## config.mk

```make
export PLATFORM = sky130hd
export DESIGN_NAME = rst_seq_top
export DESIGN_NICKNAME = d
export VERILOG_FILES = /design/src/rtl/rst_seq_pkg.sv /design/src/rtl/rst_sync.sv /design/src/rtl/rst_por_filter.sv /design/src/rtl/rst_seq_fsm.sv /design/src/rtl/rst_seq_top.sv
export SDC_FILE = /design/constraint.sdc
export NUM_CORES = 1
export LEC_CHECK = 0
export BUFFER_PORTS_ARGS = -buffer_cell sky130_fd_sc_hd__buf_2
export CORE_MARGIN = 2
export CORE_UTILIZATION = 50
export CTS_BUF_LIST = sky130_fd_sc_hd__clkbuf_8
export CTS_CLUSTER_SIZE = 10
export DETAILED_ROUTE_END_ITERATION = 7
export PLACE_DENSITY = 0.68
export SETUP_SLACK_MARGIN = 0.5
export SLEW_MARGIN = 20
export SYNTH_ARGS = -nofsm -noshare
export SYNTH_HDL_FRONTEND = slang
export SYNTH_SLANG_ARGS = --single-unit
```

## constraint.sdc

```tcl
create_clock -name clk -period 2.6 [get_ports clk]
set_input_delay 0.52 -clock clk [delete_from_list [all_inputs] [get_ports clk]]
set_output_delay 0.52 -clock clk [all_outputs]
set_load 0.005 [all_outputs]
```

## src/rtl/rst_seq_pkg.sv

```systemverilog
package rst_seq_pkg;

  typedef enum logic [2:0] {
    ST_POR    = 3'd0,
    ST_PLLX   = 3'd1,
    ST_HARD   = 3'd2,
    ST_SOFT   = 3'd3,
    ST_WNEG   = 3'd4,
    ST_SETTLE = 3'd5,
    ST_IDLE   = 3'd6
  } seq_st_e;

  typedef enum logic [1:0] {
    FL_IDLE = 2'd0,
    FL_POR  = 2'd1,
    FL_HARD = 2'd2,
    FL_SOFT = 2'd3
  } flow_e;

  function automatic int unsigned f_max(int unsigned a, int unsigned b);
    return (a > b) ? a : b;
  endfunction

  // true in the last cycle of a stretch of len cycles counted from 0
  function automatic logic f_at_end(int unsigned cnt, int unsigned len);
    return (cnt + 1) == len;
  endfunction

endpackage

```

## src/rtl/rst_sync.sv

```systemverilog
module rst_sync #(
  parameter int unsigned W = 1
) (
  input  logic         clk,
  input  logic [W-1:0] d,
  output logic [W-1:0] q
);
  logic [W-1:0] meta_q;

  always_ff @(posedge clk) begin
    meta_q <= d;
    q      <= meta_q;
  end
endmodule

```

## src/rtl/rst_por_filter.sv

```systemverilog
module rst_por_filter #(
  parameter int unsigned POR_MIN  = 16,
  parameter int unsigned CORE_EXT = 1024
) (
  input  logic clk,
  input  logic por_s,
  output logic por_valid,
  output logic core_por_n
);
  localparam int unsigned FW = $clog2(POR_MIN + 1);
  localparam int unsigned EW = $clog2(CORE_EXT + 1);

  logic [FW-1:0] low_cnt_q;
  logic [EW-1:0] ext_cnt_q;

  // consecutive low samples, saturating at the qualification length
  always_ff @(posedge clk) begin
    if (por_s)                          low_cnt_q <= '0;
    else if (low_cnt_q != FW'(POR_MIN)) low_cnt_q <= low_cnt_q + 1'b1;
  end

  assign por_valid = (low_cnt_q == FW'(POR_MIN));

  // core reset extension counted from the release of a valid pulse
  always_ff @(posedge clk) begin
    if (por_valid)                        ext_cnt_q <= '0;
    else if (ext_cnt_q != EW'(CORE_EXT))  ext_cnt_q <= ext_cnt_q + 1'b1;
  end

  assign core_por_n = (ext_cnt_q == EW'(CORE_EXT));
endmodule

```

## src/rtl/rst_seq_fsm.sv

```systemverilog
module rst_seq_fsm
  import rst_seq_pkg::*;
#(
  parameter int unsigned HARD_CYC   = 1024,
  parameter int unsigned SOFT_CYC   = 512,
  parameter int unsigned SETTLE_CYC = 16,
  parameter int unsigned LOCK_HX    = 512,
  parameter int unsigned LOCK_SX    = 515
) (
  input  logic       clk,
  input  logic       por_valid,
  input  logic       pll_lock,
  input  logic       hrst_s,
  input  logic       srst_s,
  input  logic       hard_req,
  input  logic       soft_req,
  output logic       hrst_oe,
  output logic       srst_oe,
  output logic       cfg_sample,
  output logic       ev_hard_start,
  output logic [1:0] flow
);
  localparam int unsigned TOP_CNT =
    f_max(f_max(HARD_CYC, SOFT_CYC), f_max(f_max(LOCK_HX, LOCK_SX), SETTLE_CYC));
  localparam int unsigned CW = $clog2(TOP_CNT + 1);

  seq_st_e st_q, st_d;
  flow_e   last_q, last_d;
  logic [CW-1:0] cnt_q, cnt_d;
  logic go_hard, go_soft;
  logic hard_in, soft_in;

  assign hard_in = hard_req | ~hrst_s;
  assign soft_in = soft_req | ~srst_s;

  always_comb begin
    st_d    = st_q;
    last_d  = last_q;
    cnt_d   = cnt_q + 1'b1;
    go_hard = 1'b0;
    go_soft = 1'b0;
    case (st_q)
      ST_POR: begin
        cnt_d = '0;
        if (pll_lock) st_d = ST_PLLX;
      end
      ST_PLLX:
        if (f_at_end(32'(cnt_q), LOCK_SX)) st_d = ST_WNEG;
      ST_HARD:
        if (f_at_end(32'(cnt_q), HARD_CYC)) st_d = ST_WNEG;
      ST_SOFT:
        if (hard_in) go_hard = 1'b1;
        else if (f_at_end(32'(cnt_q), SOFT_CYC)) st_d = ST_WNEG;
      ST_WNEG: begin
        cnt_d = '0;
        if (hard_req)            go_hard = 1'b1;
        else if (soft_req)       go_soft = 1'b1;
        else if (hrst_s && srst_s) st_d = ST_SETTLE;
      end
      ST_SETTLE:
        if (hard_req)      go_hard = 1'b1;
        else if (soft_req) go_soft = 1'b1;
        else if (f_at_end(32'(cnt_q), SETTLE_CYC)) st_d = ST_IDLE;
      ST_IDLE: begin
        cnt_d = '0;
        if (hard_in)      go_hard = 1'b1;
        else if (soft_in) go_soft = 1'b1;
      end
      default: st_d = ST_POR;
    endcase
    if (go_hard) begin
      st_d = ST_HARD; cnt_d = '0; last_d = FL_HARD;
    end else if (go_soft) begin
      st_d = ST_SOFT; cnt_d = '0; last_d = FL_SOFT;
    end
    if (por_valid) begin
      st_d = ST_POR; cnt_d = '0; last_d = FL_POR;
    end
  end

  always_ff @(posedge clk) begin
    st_q   <= st_d;
    cnt_q  <= cnt_d;
    last_q <= last_d;
  end

  assign ev_hard_start = go_hard & ~por_valid;

  assign cfg_sample = ((st_q == ST_HARD) || (st_q == ST_PLLX)) && (cnt_q == '0);
  assign hrst_oe = (st_q == ST_POR) || (st_q == ST_HARD) ||
                   ((st_q == ST_PLLX) && (cnt_q < CW'(LOCK_HX)));
  assign srst_oe = (st_q == ST_POR) || (st_q == ST_HARD) || (st_q == ST_SOFT) ||
                   ((st_q == ST_PLLX) && (cnt_q < CW'(LOCK_SX)));

  always_comb begin
    case (st_q)
      ST_POR, ST_PLLX: flow = FL_POR;
      ST_HARD:         flow = FL_HARD;
      ST_SOFT:         flow = FL_SOFT;
      ST_IDLE:         flow = FL_IDLE;
      default:         flow = last_q;
    endcase
  end
endmodule

```

## src/rtl/rst_seq_top.sv

```systemverilog
module rst_seq_top #(
  parameter int unsigned HARD_CYC   = 1024,
  parameter int unsigned SOFT_CYC   = 512,
  parameter int unsigned SETTLE_CYC = 16,
  parameter int unsigned POR_MIN    = 16,
  parameter int unsigned CORE_EXT   = 1024,
  parameter int unsigned LOCK_HX    = 512,
  parameter int unsigned LOCK_SX    = 515
) (
  input  logic       clk,
  input  logic       por_pin_n,
  input  logic       hrst_sense_n,
  input  logic       srst_sense_n,
  input  logic       pll_lock,
  input  logic       int_hard_req,
  input  logic       int_soft_req,
  output logic       hrst_pull_en,
  output logic       srst_pull_en,
  output logic       core_por_n,
  output logic       cfg_sample,
  output logic [1:0] flow
);
  logic [2:0] sync_q;
  logic por_s, hrst_s, srst_s;
  logic por_valid;
  logic ev_hard_start;

  rst_sync #(.W(3)) u_sync (
    .clk (clk),
    .d   ({por_pin_n, hrst_sense_n, srst_sense_n}),
    .q   (sync_q)
  );
  assign por_s  = sync_q[2];
  assign hrst_s = sync_q[1];
  assign srst_s = sync_q[0];

  rst_por_filter #(.POR_MIN(POR_MIN), .CORE_EXT(CORE_EXT)) u_por (
    .clk        (clk),
    .por_s      (por_s),
    .por_valid  (por_valid),
    .core_por_n (core_por_n)
  );

  rst_seq_fsm #(
    .HARD_CYC(HARD_CYC), .SOFT_CYC(SOFT_CYC), .SETTLE_CYC(SETTLE_CYC),
    .LOCK_HX(LOCK_HX), .LOCK_SX(LOCK_SX)
  ) u_fsm (
    .clk           (clk),
    .por_valid     (por_valid),
    .pll_lock      (pll_lock),
    .hrst_s        (hrst_s),
    .srst_s        (srst_s),
    .hard_req      (int_hard_req),
    .soft_req      (int_soft_req),
    .hrst_oe       (hrst_pull_en),
    .srst_oe       (srst_pull_en),
    .cfg_sample    (cfg_sample),
    .ev_hard_start (ev_hard_start),
    .flow          (flow)
  );
endmodule

```

== Word-level counts from Yosys, hierarchy flattened ==
Cells that the tools add are included.

* Logic and storage cells: 115
* Bits in registers: 38
* Input port bits: 7
* Output and inout bits: 6

* Reduce and logical (&&, ||, !) cells: 21
* Muxes and demuxes: 25
* Eq/ne operators: 49
* $lt $le $gt $ge: 2
* Bitwise operators: 5
* $add $sub $neg: 4

{| class="wikitable"
|+ Operators by type and width
! kind !! number
|-
| $eq 32x10->1 const B || 2
|-
| $reduce_and 12->1 || 3
|-
| $mux 3 || 11
|-
| $eq 32x11->1 const B || 1
|-
| $eq 32x5->1 const B || 1
|-
| $ne 4x2->1 const B || 6
|-
| $add 11x1->11 const B || 2
|-
| $lt 11x10->1 const B || 2
|-
| $pmux 3 s7 || 1
|-
| $ne 4x1->1 const B || 5
|-
| $ne 3x1->1 const B || 6
|-
| $ne 3x2->1 const B || 6
|-
| $add 11x1->12 const B || 1
|-
| $ne 2x1->1 const B || 6
|-
| $ne 2x2->1 const B || 6
|-
| $eq 11x11->1 const B || 1
|-
| $logic_not 11->1 || 1
|-
| $ne 11x11->1 const B || 1
|-
| $eq 3x3->1 const B || 3
|-
| $mux 2 || 4
|-
| $pmux 2 s4 || 1
|-
| $reduce_or 2->1 || 4
|-
| $eq 3x2->1 const B || 2
|-
| $mux 1 || 6
|-
| 13 further kinds || 24
|}

== Logic depth before layout (Yosys ltp) ==
Gate-level depths: netlist of run 1.

* Depth after elaboration: 8
* Depth in mapped cells: 9
* Depth with buffers taken out: 8

== Cells and area by module ==
A second synthesis of run 1 with hierarchy kept.

* Cells, all modules: 252
* Area total of the unflattened synthesis: 2,127.0 sq um

{| class="wikitable"
|+ Modules (own cells, without submodules)
! module !! cells an instance !! area an instance (sq um) !! times used !! seq. area each (sq um)
|-
| rst_seq_fsm || 159 || 1,236.2 || 1 || 320.3
|-
| rst_por_filter || 87 || 770.7 || 1 || 320.3
|-
| rst_sync || 6 || 120.1 || 1 || 120.1
|}

== Worst setup path before layout of run 1 ==
No wires, ideal clock.

* Kind: register to register
* From: register u_fsm.cnt_q[1]
* To: register u_fsm.st_q[0]
* Setup slack: 0.620 ns
* Clock period less this slack: 1.980 ns
* Path buffers: 0
* Cell stages (with the launch flop): 9
* Data required time: 2.475 ns
* Arrival: 1.855 ns
* Library setup time: 0.125 ns
* Cell sequence: dfxtp_1 ha_1 nand3_1 o21ai_0 nand4_1 a221oi_4 a31oi_1 nor3_2 a31oi_1

* Cells in the longest elaborated chain, start to end: 4
* Elaborated cells between the ends (all ways): 10
* Those cells by class: 1 x add/sub; 8 x eq/ne; 1 x reduce/logical

{| class="wikitable"
|+ Ends and longest elaborated chain
! what !! line !! source
|-
| start: declaration || rst_seq_fsm.sv:29 || <nowiki>logic [CW-1:0] cnt_q, cnt_d;</nowiki>
|-
| start signal: assignment || rst_seq_fsm.sv:83 || <nowiki>cnt_q <= cnt_d;</nowiki>
|-
| $add 11x1->12 (*) || rst_seq_pkg.sv:26 || <nowiki>return (cnt + 1) == len;</nowiki>
|-
| $eq 32x11->1 (tied with other cells) || rst_seq_pkg.sv:26 ||
|-
| $ne 3x1->1 (no line) || -- ||
|-
| $reduce_and 12->1 (no line) (*) || -- ||
|-
| end signal: assignment || rst_seq_fsm.sv:82 || <nowiki>st_q <= st_d;</nowiki>
|-
| end: declaration || rst_seq_fsm.sv:27 || <nowiki>seq_st_e st_q, st_d;</nowiki>
|}

Mark *: on every way between the ends. The rest lies on a longest branch, timed or not.
A chain may end at the register's enable or synchronous reset.

== Worst setup path after layout of run 1 ==
* From: register u_fsm.cnt_q[0]
* To: register u_fsm.st_q[0]

The elaborated chain is that of the path after synthesis.

==> results.md, run 1 <==
- Most frequent cells in the layout: 41 x nor2_1, 33 x dfxtp_1, 15 x inv_1, 15 x nand2_1
- Mapped Area: 1930 um2
- Hold Crit Class: in2reg
- First-pass iteration count of the detailed router: 4
- Yosys cell types: 43
- Total Routing Usage GR: 18.4%
- CP required: 2.77 ns
- P per Cell Area: 1050 nW/um2
- Clock transition at path regs: 0.08 ns
- Overall die width: 66.1 um
- Routed vias/inst: 5.41
- DP HPWL: 2550 um
- Initial antenna violation count: 0
- Slew HR: 60.9%
- Post-synth EDFFs: 0
- Io pins: 13
- WL final: 3530 um
- Status: finished clean
- CP Cell Sequence: and4_4 > and4_4 > or3_4 > a221oi_4 > a31oi_1 > nor3_2 > a31oi_1
- Vias in the first global route: 1,471
- Final core occ: 59.1%
- Syn_area_per_cell: 8.31 um2
- Post-synth ARST share: 0%
- Setup_tns: 0 ns
- Via count: 1,597
- Largest net degree at the start of global routing: 16
- Placement Setup Slack: 0.393 ns
- Critical-path maximum fanout: 6
- Root buffer cell: clkbuf_8
- Routed length per placed instance: 12.0 um
- Post-synth top flop: dfxtp_1
- Worst clock skew: 0.00713 ns
- Register area: 767 um2
- FILL cells: 343
- Yosys reg bits: 38
- CP max-delay cell: dfxtp_2
- Port buffer count: 12
- CTS Sinks: 38
- Area of the multi-input gates: 1060 um2
- Post-route DRC: 0
- Cells after Synth: 232
- Min Tclk post-route: 2.03 ns
- First-pass GRT wire length: 6170 um
- Antenna viol nets, final: 0
- DIE AREA: 4370 um2
- CTS tree: built
- Most common cell after layout, fill and taps aside: nor2_1
- Final GP Congestion: 0.875
- Rows: 22
- Clk_lat worst skew: 0.29 ns
- Core ar.: 3690 um2
- Period Utilization, post-route: 78.1%
- Die span in y: 66.1 um
- Initial Util: 52.2%
- P_leak: 0.000873 uW
- Worst vdd ir: 0.623 mV
- Final Max Slew Viols: 0
- Nets: 260
- DR iter-0 viols: 150
- Max Root-Sink Buffers: 2
- Area grow syn2layout: 13.1%
- Number of inserted diodes: 0
- Seq/Total Area, Yosys: 39.5%
- Critical path's largest stage delay: 0.36 ns
- RSZ-0062 raised after global routing: true
- CP top delay family: simple AND/OR/NAND/NOR gates
- Buf/Inv on CP: 0
- FF-to-FF setup slack: 0.57 ns
- Mapped Nets: 246
- Count of final setup violators: 0
- Least-Margin Pin Slew: 0.586 ns
- Gr ovfl total: 0
- Critical Path Start Type: flip-flop
- H-tree lvl count: 2
- Layout cell share with drive strength beyond 1: 15.8%
- CP arrival: 2.20 ns
- Maxcap violations: 0
- Maximum clock frequency: 493 MHz
- Num CTS Buffers: 5
- Final WS setup: 0.570 ns
- CP Class: reg2reg
- Crit path capture type: flip-flop
- Final hold viol count: 0
- Power, Total: 2290 uW
- Yosys Warn Count: 0
==> Yosys cell counts (2+ instances only) <==
| library cell | instances | area, um2 |
|---|---|---|
| a31oi_1 | 4 | 25.0 |
| buf_2 | 4 | 20.0 |
| inv_1 | 15 | 56.3 |
| xnor2_1 | 12 | 105 |
| nand3_1 | 13 | 65.1 |
| nand4_1 | 4 | 25.0 |
| nand2_1 | 15 | 56.3 |
| o21ai_0 | 7 | 35.0 |
| nor3_1 | 6 | 30.0 |
| xor2_1 | 11 | 96.3 |
| nor2_1 | 41 | 154 |
| ha_1 | 7 | 87.6 |
| nor2b_1 | 3 | 18.8 |
| or3_1 | 2 | 12.5 |
| a21oi_1 | 12 | 60.1 |
| nor4_1 | 6 | 37.5 |
| clkbuf_1 | 2 | 7.51 |
| dfxtp_1 | 38 | 761 |
| and3_1 | 4 | 25.0 |
| and4_4 | 2 | 22.5 |
| o21a_1 | 2 | 15.0 |
==> worst paths after layout <==
kind / startpoint / depth (start not counted) / to
max: u_fsm.cnt_q[0]$_SDFF_PP0_ / 7 / u_fsm.st_q[0]$_SDFFE_PP0P_
min: hrst_sense_n / 1 / u_sync.meta_q[1]$_DFF_P_
max reg2reg: u_fsm.cnt_q[0]$_SDFF_PP0_ / 7 / u_fsm.st_q[0]$_SDFFE_PP0P_
min reg2reg: u_sync.meta_q[1]$_DFF_P_ / 0 / u_sync.q[1]$_DFF_P_
==> layout make-up <==
| cell class | count | share of cell area (%) |
|---|---|---|
| clock buffer | 5 | 3.16 |
| clock inverter | 3 | 3.16 |
| inverter | 15 | 2.58 |
| multi-input combinational | 169 | 48.7 |
| sequential | 38 | 35.2 |
| tap | 48 | 2.76 |
| timing repair buffer | 17 | 4.48 |
==> state kept, by name (all words and copies together) (netlist names) <==
| name | count |
|---|---|
| u_fsm.cnt_q | 11 |
| u_fsm.last_q | 2 |
| u_fsm.st_q | 3 |
| u_por.ext_cnt_q | 11 |
| u_por.low_cnt_q | 5 |
| u_sync.meta_q | 3 |
| u_sync.q | 3 |
==> routing by layer <==
layer | vias up | GRT usage [%] | wire length (um) | share of wire (%)
li1 | 821 | - | - | -
met1 | 738 | 21.7 | 1650 | 47
met4 | 0 | 8.93 | 24 | 0.68
met3 | 4 | 5.11 | 171 | 4.8
met2 | 34 | 30.6 | 1690 | 48
met5 | - | 0 | 0 | 0
==> through the flow <==
step / hold slack [ns] / cell area [um2] / cells
2_1_floorplan: 0.310 / 1930 / 232
3_3_place_gp: 0.310 / 2010 / 287
3_5_place_dp: 0.314 / 2010 / 287
4_1_cts: 0.313 / 2170 / 295
5_1_grt: 0.308 / 2180 / 295
6_report: 0.325 / 2180 / 295
==> cells by family after synthesis <==
logic type | share of synthesized area, %
AO/OA/AOI/OAI | 12.1
XOR/XNOR | 10.5
adder cells (fa/ha/maj) | 4.55
buffers and inverters | 6.62
flip-flops | 39.5
multiplexers | 0.520
AND/OR/NAND/NOR | 26.3
==> what timing repair did <==
item | in CTS | in global routing
pin swaps | 0 | 1
setup endpoints to repair | 3 | 16
buffers inserted | 0 | 0
gates resized for setup | 4 | 5
hold buffers | 0 | 0
endpoints found under the hold margin | 0 | 0
==> power by group <==
group | internal [uW] | switching, uW | total (uW)
registers | 738 | 164 | 903
clock network | 384 | 213 | 598
logic | 355 | 435 | 790
total | 1480 | 813 | 2290
No activity file was read; power rests on OpenSTA's default activity.
==> run 2: changes to the inputs <==
--- a/config.mk
+++ b/config.mk
@@ -5,13 +5,14 @@
 export SDC_FILE = /design/constraint.sdc
 export NUM_CORES = 1
 export LEC_CHECK = 0
+export ABC_AREA = 1
 export BUFFER_PORTS_ARGS = -buffer_cell sky130_fd_sc_hd__buf_2
 export CORE_MARGIN = 2
 export CORE_UTILIZATION = 50
 export CTS_BUF_LIST = sky130_fd_sc_hd__clkbuf_8
 export CTS_CLUSTER_SIZE = 10
 export DETAILED_ROUTE_END_ITERATION = 7
-export PLACE_DENSITY = 0.68
+export PLACE_DENSITY = 0.7
 export SETUP_SLACK_MARGIN = 0.5
 export SLEW_MARGIN = 20
 export SYNTH_ARGS = -nofsm -noshare
==> constraint.sdc (replaced) <==
create_clock -name clk -period 1.85 [get_ports clk]
set_input_delay 0.37 -clock clk [delete_from_list [all_inputs] [get_ports clk]]
set_output_delay 0.37 -clock clk [all_outputs]
set_load 0.005 [all_outputs]
==> run 2 against run 1 <==
The flow now finishes with violations (negative setup slack). Clock power is 23% higher. Register-to-register slack worse by 0.68 ns. Clock skew grew 0.0021 ns. Synthesized area rose by 11%. Fmax up 3.5%. Synthesized cell count grew 40%. Non-clock buffer count increased by 38. Wire length up 90%. Via count rose by 49%. Largest cell class unchanged.
==> results.md, run 2 <==
- Number of inserted diodes: 0
- Period Utilization, post-route: 106%
- Least-Margin Pin Slew: 0.276 ns
- Core ar.: 4060 um2
- Area grow syn2layout: 50.5%
- Count of final setup violators: 3
- WL final: 6720 um
- Largest net degree at the start of global routing: 13
- Crit path capture type: flip-flop
- P per Cell Area: 1310 nW/um2
- Post-route DRC: 0
- # hold bufs at CTS: 0
- Post-synth top flop: dfxtp_1
- Final Max Slew Viols: 0
- Clock transition at path regs: 0.08 ns
- Layout cell share with drive strength beyond 1: 46.9%
- Cells after Synth: 324
- Top cells by area, synth: dfxtp_1 35%, nand2_1 10%, inv_1 10%
- Rows: 23
- Maximum clock frequency: 510 MHz
- Antenna viol nets, final: 0
- Final core occ: 79.7%
- Yosys Warn Count: 0
- Initial Util: 52.9%
- Hold Crit Class: in2reg
- Min Tclk post-route: 1.96 ns
- RSZ-0062 raised after global routing: true
- CP Cell Sequence: nand3_2 > o21bai_1 > nand2_2 > inv_1 > nand3_1 > nor2_2 > nand2_2 > nand2_1 > nand2_1 > nor2_2 > nand3_1 > nand2_1 > a21oi_2
- Comb pwr share: 51.3%
- Die span in y: 69.6 um
- Most common cell after layout, fill and taps aside: nand2_1
- Post-synth ARST share: 0%
- Io pins: 13
- CP required: 2.04 ns
- P_sw: 1730 uW
- Clk pwr share: 17.3%
- DIE AREA: 4840 um2
- Synth top cells by count: 60 x nand2_1, 58 x inv_1, 49 x nor2_1, 38 x dfxtp_1, 18 x nand3_1
- Most frequent cells in the layout: 45 x nand2_1, 43 x inv_1, 30 x nor2_1
- DP HPWL: 3550 um
- Via count: 2,385
- Failing checks: negative setup slack
- Max Root-Sink Buffers: 2
- Total Routing Usage GR: 21.9%
- Initial antenna violation count: 0
- First-pass GRT wire length: 8700 um
- Maxcap violations: 0
- Yosys cell types: 33
- Post-synth EDFFs: 0
- Final hold viol count: 0
- Nets: 397
- Syn_area_per_cell: 6.63 um2
- Routed vias/inst: 5.50
- Mapped Nets: 338
- Status: finished with violations
- Critical path's largest stage delay: 0.43 ns
- Flop pwr share: 31.4%
- Final WS setup: -0.111 ns
- Int Pwr: 2500 uW
- DR iter-0 viols: 235
- CP max-delay cell: dfxtp_4
- Vias in the first global route: 2,021
- CP arrival: 2.15 ns
- Tightest hold margin: 0.173 ns
- Sw Ratio: 40.9%
- Mapped Area: 2150 um2
- P_leak: 0.00143 uW
- First-pass iteration count of the detailed router: 7
- CTS tree: built
- Top-count cell post-synth: nand2_1
- Overall die width: 69.6 um
- H-tree lvl count: 2
- FILL cells: 243
- Gr ovfl total: 0
- Worst vdd ir: 1.02 mV
- Root buffer cell: clkbuf_8
- Num CTS Buffers: 5
- Largest area contributor in the netlist: dfxtp_1
- Worst clock skew: 0.00924 ns
- CTS Sinks: 38
- CP Class: reg2reg
- Critical-path maximum fanout: 5
- Register area: 806 um2
- Slew HR: 81.5%
- Clk_lat worst skew: 0.29 ns
- Regs by FF count: u_fsm.cnt_q (11), u_por.ext_cnt_q (11), u_por.low_cnt_q (5)
- Seq/Total Area, Yosys: 35.4%
- Synth top area share: 35.4%
- Critical Path Start Type: flip-flop
- Port buffer count: 12
- Final GP Congestion: 0.859
- Routed length per placed instance: 15.5 um
- Area of the multi-input gates: 1550 um2
- CP dominant cell by count: nand2_1
- Yosys reg bits: 38
==> run 2: changes by cell type after synthesis, sizes merged, moves of 7 or more <==
cell and change:
nand2 +53, inv +45, nor2 +16, xnor2 -10, xor2 -10, o21ai +9
nand3 +7
==> run 2: path summary, 6_finish.rpt <==
| kind | from | to | slack [ns] | cells after the start |
|---|---|---|---|---|
| max reg2reg | u_fsm.cnt_q[2]$_SDFF_PP0_ | u_fsm.st_q[0]$_SDFFE_PP0P_ | -0.11 | 13 |
| min reg2reg | u_sync.meta_q[2]$_DFF_P_ | u_sync.q[2]$_DFF_P_ | 0.33 | 0 |
| min | hrst_sense_n | u_sync.meta_q[1]$_DFF_P_ | 0.17 | 1 |
| max | u_fsm.cnt_q[2]$_SDFF_PP0_ | u_fsm.st_q[0]$_SDFFE_PP0P_ | -0.11 | 13 |
==> run 2: worst max-delay path, delay by kind of cell, from the launching register on <==
kind | cells | cell delay (ns)
simple gates | 10 | 1.01
flops | 1 | 0.43
compound gates | 2 | 0.28
buf+inv | 1 | 0.12
==> run 2: per-layer routing <==
layer / global-route usage, % / share of wire, % / vias up
li1: - / - / 1142
met1: 27.4 / 41 / 1123
met2: 37.2 / 51 / 95
met3: 4.94 / 4.4 / 25
met4: 7.19 / 3.2 / 0
met5: 0 / 0 / -
==> run 2: through the flow <==
stage	setup WS [ns]	cell area [um2]	total power (uW)	instances	TNS, ns
after floorplan	0.222	2240	2160	324	0
after global placement	-0.0454	2430	2560	395	-0.0454
after detailed placement	-0.0201	2430	2580	395	-0.0201
after CTS	0.00344	2780	3550	413	0
after global routing	-0.196	3230	4490	434	-0.621
final	-0.111	3230	4240	434	-0.182
==> run 2: logic make-up after synthesis <==
family,Yosys count,share of synthesized area (%)
DFF,38,35.4
adders and majority gates,7,4.08
buffers and inverters,65,11.5
and+or+nand+nor,168,35.6
AOI/OAI and AO/OA,43,12.2
xor gates and xnor gates,3,1.22
==> run 2: power by group through the flow <==
stage          clock network (uW)  registers, uW  logic, uW
2_1_floorplan                   0           1180        985
3_3_place_gp                    0           1220       1340
3_5_place_dp                    0           1230       1350
4_1_cts                       735           1250       1570
5_1_grt                       782           1350       2350
6_report                      735           1330       2170
==> run 2: layout make-up <==
type	count	share of cell area, %
Clock inverter	2	1.04
Sequential cell	38	24.9
Clock buffer	6	2.55
Timing Repair Buffer	55	13.9
Multi-Input combinational cell	221	48.0
Inverter	62	7.62
Tap cell	50	1.93
==> run 2: timing repair <==
action | 4_1_cts | 5_1_grt
endpoints found under the hold margin | 0 | 0
resized for setup | 49 | 90
buffers inserted | 10 | 21
pin swaps | 26 | 35
setup endpoints to repair | 27 | 31
